`src/rtl/uart_rx_pkg.sv`:
```
package uart_rx_pkg;

  typedef enum logic [1:0] {
    RX_IDLE  = 2'd0,
    RX_START = 2'd1,
    RX_DATA  = 2'd2,
    RX_STOP  = 2'd3
  } rx_state_t;

  typedef struct packed {
    logic [8:0] data;
    logic       noise;
    logic       frame_err;
  } rx_char_t;

  // status byte bit positions, fixed because host software decodes them
  localparam int ST_FULL  = 5;
  localparam int ST_IDLE  = 4;
  localparam int ST_OVR   = 3;
  localparam int ST_NOISE = 2;
  localparam int ST_FRAME = 1;

  localparam logic SEL_STATUS = 1'b0;
  localparam logic SEL_DATA   = 1'b1;

endpackage

```
`src/rtl/rx_line_sync.sv`:
```
module rx_line_sync #(
  parameter int STAGES = 2
) (
  input  logic clk,
  input  logic rst,
  input  logic din,
  output logic dout
);
  logic [STAGES-1:0] chain_q;

  generate
    for (genvar i = 0; i < STAGES; i++) begin : g_stage
      if (i == 0) begin : g_first
        always_ff @(posedge clk) begin
          if (rst) chain_q[0] <= 1'b1;
          else     chain_q[0] <= din;
        end
      end else begin : g_next
        always_ff @(posedge clk) begin
          if (rst) chain_q[i] <= 1'b1;
          else     chain_q[i] <= chain_q[i-1];
        end
      end
    end
  endgenerate

  assign dout = chain_q[STAGES-1];
endmodule

```
`src/rtl/rx_frame_sampler.sv`:
```
module rx_frame_sampler
  import uart_rx_pkg::*;
#(
  parameter int OVS = 16
) (
  input  logic     clk,
  input  logic     rst,
  input  logic     tick,
  input  logic     line,
  input  logic     nine_bit,
  output logic     done,
  output rx_char_t char_out
);
  localparam int PH_W = $clog2(OVS);
  localparam logic [PH_W-1:0] PH_A    = PH_W'(OVS / 2 - 1);
  localparam logic [PH_W-1:0] PH_B    = PH_W'(OVS / 2);
  localparam logic [PH_W-1:0] PH_C    = PH_W'(OVS / 2 + 1);
  localparam logic [PH_W-1:0] PH_LAST = PH_W'(OVS - 1);

  rx_state_t       state_q;
  logic [PH_W-1:0] phase_q;
  logic [3:0]      bit_idx_q;
  logic [8:0]      shift_q;
  logic            smp_a_q, smp_b_q;
  logic            noise_acc_q;
  logic            done_q;
  rx_char_t        char_q;

  logic vote, disagree;
  logic [3:0] last_idx;

  always_comb begin
    vote     = (smp_a_q & smp_b_q) | (smp_a_q & line) | (smp_b_q & line);
    disagree = !((smp_a_q == smp_b_q) && (smp_b_q == line));
    last_idx = nine_bit ? 4'd8 : 4'd7;
  end

  always_ff @(posedge clk) begin
    if (rst) begin
      state_q     <= RX_IDLE;
      phase_q     <= '0;
      bit_idx_q   <= '0;
      shift_q     <= '0;
      smp_a_q     <= 1'b1;
      smp_b_q     <= 1'b1;
      noise_acc_q <= 1'b0;
      done_q      <= 1'b0;
      char_q      <= '0;
    end else begin
      done_q <= 1'b0;
      if (tick) begin
        if (state_q == RX_IDLE) begin
          if (!line) begin
            state_q     <= RX_START;
            phase_q     <= PH_W'(1);
            noise_acc_q <= 1'b0;
          end
        end else begin
          phase_q <= (phase_q == PH_LAST) ? '0 : phase_q + 1'b1;
          if (phase_q == PH_A) smp_a_q <= line;
          if (phase_q == PH_B) smp_b_q <= line;
          if (phase_q == PH_C) begin
            noise_acc_q <= noise_acc_q | disagree;
            case (state_q)
              RX_START: if (vote) state_q <= RX_IDLE;
              RX_DATA:  shift_q <= {vote, shift_q[8:1]};
              RX_STOP: begin
                done_q              <= 1'b1;
                char_q.data         <= nine_bit ? shift_q : {1'b0, shift_q[8:1]};
                char_q.noise        <= noise_acc_q | disagree;
                char_q.frame_err    <= !vote;
                state_q             <= RX_IDLE;
              end
              default: ;
            endcase
          end
          if (phase_q == PH_LAST) begin
            case (state_q)
              RX_START: begin
                state_q   <= RX_DATA;
                bit_idx_q <= '0;
              end
              RX_DATA: begin
                if (bit_idx_q == last_idx) state_q <= RX_STOP;
                else                       bit_idx_q <= bit_idx_q + 1'b1;
              end
              default: ;
            endcase
          end
        end
      end
    end
  end

  assign done     = done_q;
  assign char_out = char_q;

  // a completed character is reported for exactly one cycle
  assert_done_single_R2: assert property (@(posedge clk) disable iff (rst)
    done_q |=> !done_q);

endmodule

```
`src/rtl/rx_idle_timer.sv`:
```
module rx_idle_timer #(
  parameter int OVS = 16
) (
  input  logic clk,
  input  logic rst,
  input  logic tick,
  input  logic line,
  input  logic nine_bit,
  output logic line_idle
);
  localparam int LIM8  = 10 * OVS;
  localparam int LIM9  = 11 * OVS;
  localparam int CNT_W = $clog2(LIM9 + 1);
  localparam logic [CNT_W-1:0] LIMIT8 = CNT_W'(LIM8);
  localparam logic [CNT_W-1:0] LIMIT9 = CNT_W'(LIM9);

  logic [CNT_W-1:0] cnt_q;
  logic [CNT_W-1:0] limit;

  always_comb limit = nine_bit ? LIMIT9 : LIMIT8;

  always_ff @(posedge clk) begin
    if (rst)                          cnt_q <= '0;
    else if (!line)                   cnt_q <= '0;
    else if (tick && cnt_q != LIMIT9) cnt_q <= cnt_q + 1'b1;
  end

  assign line_idle = (cnt_q >= limit);

  // the quiet-line count never runs past the 9-bit limit
  assert_idle_count_bound_R9: assert property (@(posedge clk) disable iff (rst)
    cnt_q <= LIMIT9);

endmodule

```
`src/rtl/rx_status_regs.sv`:
```
module rx_status_regs
  import uart_rx_pkg::*;
(
  input  logic       clk,
  input  logic       rst,
  input  logic       done,
  input  rx_char_t   char_in,
  input  logic       line_idle,
  input  logic       wake_sleep,
  input  logic       rd_en,
  input  logic       rd_sel,
  output logic [7:0] rd_data,
  output logic       rx_bit8
);
  logic [8:0] rdr_q;
  logic full_q, idle_q, ovr_q, noise_q, frame_q;
  logic seen_q, armed_q;
  logic [7:0] rd_q;

  logic clr, full_eff, blocked, xfer, ovr_set, idle_set;
  logic [7:0] status_byte;

  always_comb begin
    clr      = rd_en && (rd_sel == SEL_DATA) && seen_q;
    full_eff = full_q && !clr;
    blocked  = ovr_q && !clr;
    xfer     = done && !full_eff && !blocked;
    ovr_set  = done && full_eff;
    idle_set = line_idle && armed_q && !wake_sleep;
    status_byte           = '0;
    status_byte[ST_FULL]  = full_q;
    status_byte[ST_IDLE]  = idle_q;
    status_byte[ST_OVR]   = ovr_q;
    status_byte[ST_NOISE] = noise_q;
    status_byte[ST_FRAME] = frame_q;
  end

  always_ff @(posedge clk) begin
    if (rst) begin
      rdr_q   <= '0;
      full_q  <= 1'b0;
      idle_q  <= 1'b0;
      ovr_q   <= 1'b0;
      noise_q <= 1'b0;
      frame_q <= 1'b0;
      seen_q  <= 1'b0;
      armed_q <= 1'b1;
      rd_q    <= '0;
    end else begin
      if (xfer) begin
        rdr_q   <= char_in.data;
        full_q  <= 1'b1;
        noise_q <= char_in.noise;
        frame_q <= char_in.frame_err;
      end else if (clr) begin
        full_q  <= 1'b0;
        noise_q <= 1'b0;
        frame_q <= 1'b0;
      end

      if (ovr_set)  ovr_q <= 1'b1;
      else if (clr) ovr_q <= 1'b0;

      if (idle_set) idle_q <= 1'b1;
      else if (clr) idle_q <= 1'b0;

      if (xfer)          armed_q <= 1'b1;
      else if (idle_set) armed_q <= 1'b0;

      if (rd_en && rd_sel == SEL_STATUS) seen_q <= 1'b1;
      else if (clr)                      seen_q <= 1'b0;

      if (rd_en) rd_q <= (rd_sel == SEL_DATA) ? rdr_q[7:0] : status_byte;
    end
  end

  assign rd_data = rd_q;
  assign rx_bit8 = rdr_q[8];

  // overrun is only ever pending on top of a full data register
  assert_ovr_implies_full_R6: assert property (@(posedge clk) disable iff (rst)
    ovr_q |-> full_q);

  // with overrun pending and no clear, the data register holds
  assert_no_transfer_in_ovr_R7: assert property (@(posedge clk) disable iff (rst)
    (ovr_q && !clr) |=> $stable(rdr_q));

  // wakeup control high keeps a clear idle flag clear
  assert_idle_held_off_R10: assert property (@(posedge clk) disable iff (rst)
    (wake_sleep && !idle_q) |=> !idle_q);

  // idle rises only when enabled by an earlier transfer or reset
  assert_idle_rearm_R11: assert property (@(posedge clk) disable iff (rst)
    !armed_q |=> !$rose(idle_q));

  // unused status bits read zero
  assert_status_pad_R3: assert property (@(posedge clk) disable iff (rst)
    (rd_en && rd_sel == SEL_STATUS) |=> (rd_q[7:6] == 2'b00 && rd_q[0] == 1'b0));

endmodule

```
`src/rtl/uart_rx_status.sv`:
```
module uart_rx_status
  import uart_rx_pkg::*;
#(
  parameter int OVS         = 16,
  parameter int SYNC_STAGES = 2
) (
  input  logic       clk,
  input  logic       rst,
  input  logic       rx_tick,
  input  logic       rxd,
  input  logic       wake_sleep,
  input  logic       nine_bit,
  input  logic       rd_en,
  input  logic       rd_sel,
  output logic [7:0] rd_data,
  output logic       rx_bit8
);
  logic     line_s;
  logic     char_done;
  rx_char_t char_word;
  logic     quiet;

  rx_line_sync #(.STAGES(SYNC_STAGES)) u_sync (
    .clk  (clk),
    .rst  (rst),
    .din  (rxd),
    .dout (line_s)
  );

  rx_frame_sampler #(.OVS(OVS)) u_sampler (
    .clk      (clk),
    .rst      (rst),
    .tick     (rx_tick),
    .line     (line_s),
    .nine_bit (nine_bit),
    .done     (char_done),
    .char_out (char_word)
  );

  rx_idle_timer #(.OVS(OVS)) u_idle (
    .clk       (clk),
    .rst       (rst),
    .tick      (rx_tick),
    .line      (line_s),
    .nine_bit  (nine_bit),
    .line_idle (quiet)
  );

  rx_status_regs u_regs (
    .clk        (clk),
    .rst        (rst),
    .done       (char_done),
    .char_in    (char_word),
    .line_idle  (quiet),
    .wake_sleep (wake_sleep),
    .rd_en      (rd_en),
    .rd_sel     (rd_sel),
    .rd_data    (rd_data),
    .rx_bit8    (rx_bit8)
  );

endmodule

```
`config.mk`:
```
export PLATFORM = sky130hd
export DESIGN_NAME = uart_rx_status
export DESIGN_NICKNAME = d
export VERILOG_FILES = /design/src/rtl/uart_rx_pkg.sv /design/src/rtl/rx_line_sync.sv /design/src/rtl/rx_frame_sampler.sv /design/src/rtl/rx_idle_timer.sv /design/src/rtl/rx_status_regs.sv /design/src/rtl/uart_rx_status.sv
export SDC_FILE = /design/constraint.sdc
export NUM_CORES = 1
export LEC_CHECK = 0
export CAP_MARGIN = 20
export CORE_ASPECT_RATIO = 2
export CORE_MARGIN = 2
export CORE_UTILIZATION = 50
export DETAILED_ROUTE_END_ITERATION = 8
export PLACE_DENSITY = 0.68
export REMOVE_ABC_BUFFERS = 1
export SKIP_CTS_REPAIR_TIMING = 1
export SYNTH_ARGS = -nofsm -noshare
export SYNTH_HDL_FRONTEND = slang
export SYNTH_HIERARCHICAL = 1
export SYNTH_SLANG_ARGS = --single-unit
export TNS_END_PERCENT = 30
```
`constraint.sdc`:
```
create_clock -name clk -period 3.6 [get_ports clk]
set_input_delay 0.72 -clock clk [delete_from_list [all_inputs] [get_ports clk]]
set_output_delay 0.72 -clock clk [all_outputs]
set_load 0.01 [all_outputs]
```
==> impl_metrics.yaml <==
timing:
  setup-tns-final_ns: 0
  rsz0062_at_grt: "false"
  setup_viol: 0
  hold_viol_final: 0
  max-slew-margin-rel_pct: 58.49
  holdWs_ns: 0.4044
  drv_slew: 0
  skew_ns: 0.004377
  min_period_over_period_pct: 67.62
  finalCriticalPeriod_ns: 2.434
  fmax_mhz: 410.8
  worst_pin_slew_ns: 0.6207
floorplanning:
  coreArea_um2: 6516
  floorplan.initialDensity_pct: 50.73
  die_h_um: 119.0
  dieArea_um2: 7317
  ioPinCount: 17
  rows: 42
  die_w_um: 61.50
cts:
  numCtsBuffers: 9
  clockBufferDepth: 2
  htree_levels: 3
  insertion_delay_ns: 0.33
  clock-sinks: 68
  cts_tree: "done"
  clk_pin_slew_worst_paths_ns: 0.05
  clockRootBuffer: "clkbuf_16"
route:
  dr.pass1.iters: 5
  vias_per_cell: 5.405
  routed_wl_mm: 5.940
  route.detailed.drc: 0
  vias: 2416
  drt_iter0_drc: 186
  wl_per_cell_um: 13.29
  antenna_left: 0
yosys:
  syn-cell-area_um2: 3306
  syn_inst: 343
  ys_warn_count: 6
  synth_seq_cells: 68
  ys_seq_area_share_pct: 41.18
  yosysTopAreaCell: "dfxtp_1"
  synth-main-ff-cell: "dfxtp_1"
  synth_edf_count: 0
  synthDistinctLibCells: 53
  async_flop_share_pct: 0
  ys_top_cells_by_area: "dfxtp_1 (41%), mux2i_1 (11%), nand2b_1 (5.5%)"
  synth.most_common_cell: "dfxtp_1"
  synth.top_cells.by_count: "dfxtp_1 (68), mux2i_1 (37), nand2b_1 (29)"
  syn_area_per_cell_um2: 9.638
  synth_top_area_share_pct: 41.18
cells_and_area:
  seq_area_um2: 1361
  multi_input_area_um2: 1779
  final_cell_count_no_fill: 447
  final_area_um2: 3791
  nFillCells: 609
  antennaDiodeCount: 0
  final_nets: 377
  areaGrowthSynthToFinish_pct: 14.69
  drive_above_1_share_pct: 13.09
min_path:
  hold_path.class: "reg -> reg"
placed_design:
  placed_area_um2: 3466
  dp_hpwl_mm: 3.991
  portBuffers: 16
  place_inst: 432
  gp_congestion: 0.8288
power_and_ir_drop:
  power.clock.fraction_pct: 51.1
  p_comb_share_pct: 6.5
  seqPwrFrac_pct: 42.4
  power_leakage_nw: 1.386
  ir_worst_vdd_mv: 0.3979
  intPower_mw: 1.455
  p_switching_mw: 0.3852
  power.density_nw_per_um2: 485.4
  switching_share_pct: 20.93
  finalPower_mw: 1.840
critical_path:
  worstPathRequired_ns: 3.86
  crit_fanout: 13
  end_kind: "flip-flop"
  crit_arrival_ns: 2.69
  startpoint_type: "primary input"
  criticalPathCategory: "in -> reg"
global_routing:
  antenna_found_initial: 0
  grt_pass1_vias: 2227
  grt_pass1_wl_mm: 10.01
  grt_usage_pct: 17.66
  grt_max_degree: 34
  overflow: 0
run_status:
  status: "finished, final reports clean"
flow_run:
  cap_viol_max_count: 0
[worst paths after layout]
path                                     startpoint                                 to  slack [ns]  depth (start not counted)
setup / recovery                            rx_tick  u_sampler/shift_q[8]$_SDFFE_PP0P_        1.17                          5
hold / removal         u_sync/chain_q[0]$_SDFF_PP1_             u_sync/dout$_SDFF_PP1_        0.40                          1
setup reg to reg  u_sampler/state_q[0]$_SDFFE_PP0P_  u_sampler/shift_q[8]$_SDFFE_PP0P_        1.58                          6
hold reg to reg        u_sync/chain_q[0]$_SDFF_PP1_             u_sync/dout$_SDFF_PP1_        0.40                          1
[logic make-up after synthesis]
kind of cell | Yosys count | synth area share, %
buf+inv | 28 | 4.996
mux | 37 | 11.20
simple gates | 128 | 21.84
flops | 68 | 41.18
fa+ha+maj | 14 | 5.299
xor+xnor | 2 | 0.5300
compound gates | 66 | 14.95
[layer usage]
layer / wire length (um) / part of all wire (%) / vias to the layer above / GRT usage, %
li1: - / - / 1231 / -
met1: 2775 / 47 / 1147 / 23.03
met5: 0 / 0 / - / 0
met3: 139 / 2.3 / 6 / 4.017
met2: 2932 / 49 / 32 / 26.78
met4: 93 / 1.6 / 0 / 8.378
[cell usage in the layout, fill, tap and decap left out, types with 4 or more instances in the layout]
cell type / n
a211oi_1: 8
a211oi_2: 9
a21oi_1: 20
clkbuf_16: 9
clkdlybuf4s50_1: 15
dfxtp_1: 68
ha_1: 14
inv_1: 10
mux2i_1: 37
nand2_1: 17
nand2b_1: 29
nand3_1: 10
nor2_1: 27
nor2_2: 9
nor2b_1: 4
o21ai_0: 10
or3_1: 4
[cell type report]
class / instances / area share [%]
Multi-Input combinational cell: 247 / 46.93
Tap cell: 88 / 2.904
Clock buffer: 11 / 6.667
Inverter: 10 / 0.9901
Clock inverter: 4 / 1.914
Sequential cell: 68 / 35.91
Timing Repair Buffer: 19 / 4.686
[power groups by stage]
| stage | clock, mW | combinational, mW | sequential (mW) |
|---|---|---|---|
| 2_1_floorplan | 0 | 0.0671 | 0.793 |
| 3_3_place_gp | 0 | 0.115 | 0.793 |
| 3_5_place_dp | 0 | 0.120 | 0.795 |
| 4_1_cts | 0.964 | 0.120 | 0.779 |
| 5_1_grt | 0.993 | 0.136 | 0.780 |
| 6_report | 0.941 | 0.120 | 0.779 |
[state kept, by name, summed over array words and instances (netlist names)]
signal,count
u_sampler/char_out,11
u_regs/rdr_q,9
u_sampler/shift_q,9
u_idle/cnt_q,8
u_regs/rd_data,8
u_sampler/bit_idx_q,4
u_sampler/phase_q,4
u_sampler/state_q,2
u_regs/armed_q,1
u_regs/frame_q,1
u_regs/full_q,1
u_regs/idle_q,1
u_regs/noise_q,1
u_regs/ovr_q,1
u_regs/seen_q,1
u_sampler/done,1
u_sampler/noise_acc_q,1
u_sampler/smp_a_q,1
u_sampler/smp_b_q,1
u_sync/chain_q,1
u_sync/dout,1
[critical path, stage by stage]
cell and delay [ns]:
clkdlybuf4s50_1 0.75, and2b_2 0.30, nand3_1 0.43, or2_1 0.38
a21oi_1 0.12
[per-stage QoR]
step / util [%] / setup WS (ns)
global placement: 53.19 / 0.8890
global route: 58.18 / 0.9936
finish: 58.18 / 1.166
floorplan: - / 1.825
CTS: 58.18 / 1.170
detailed placement: 53.19 / 0.8266
Note: power is estimated with default switching activity, not from simulation.
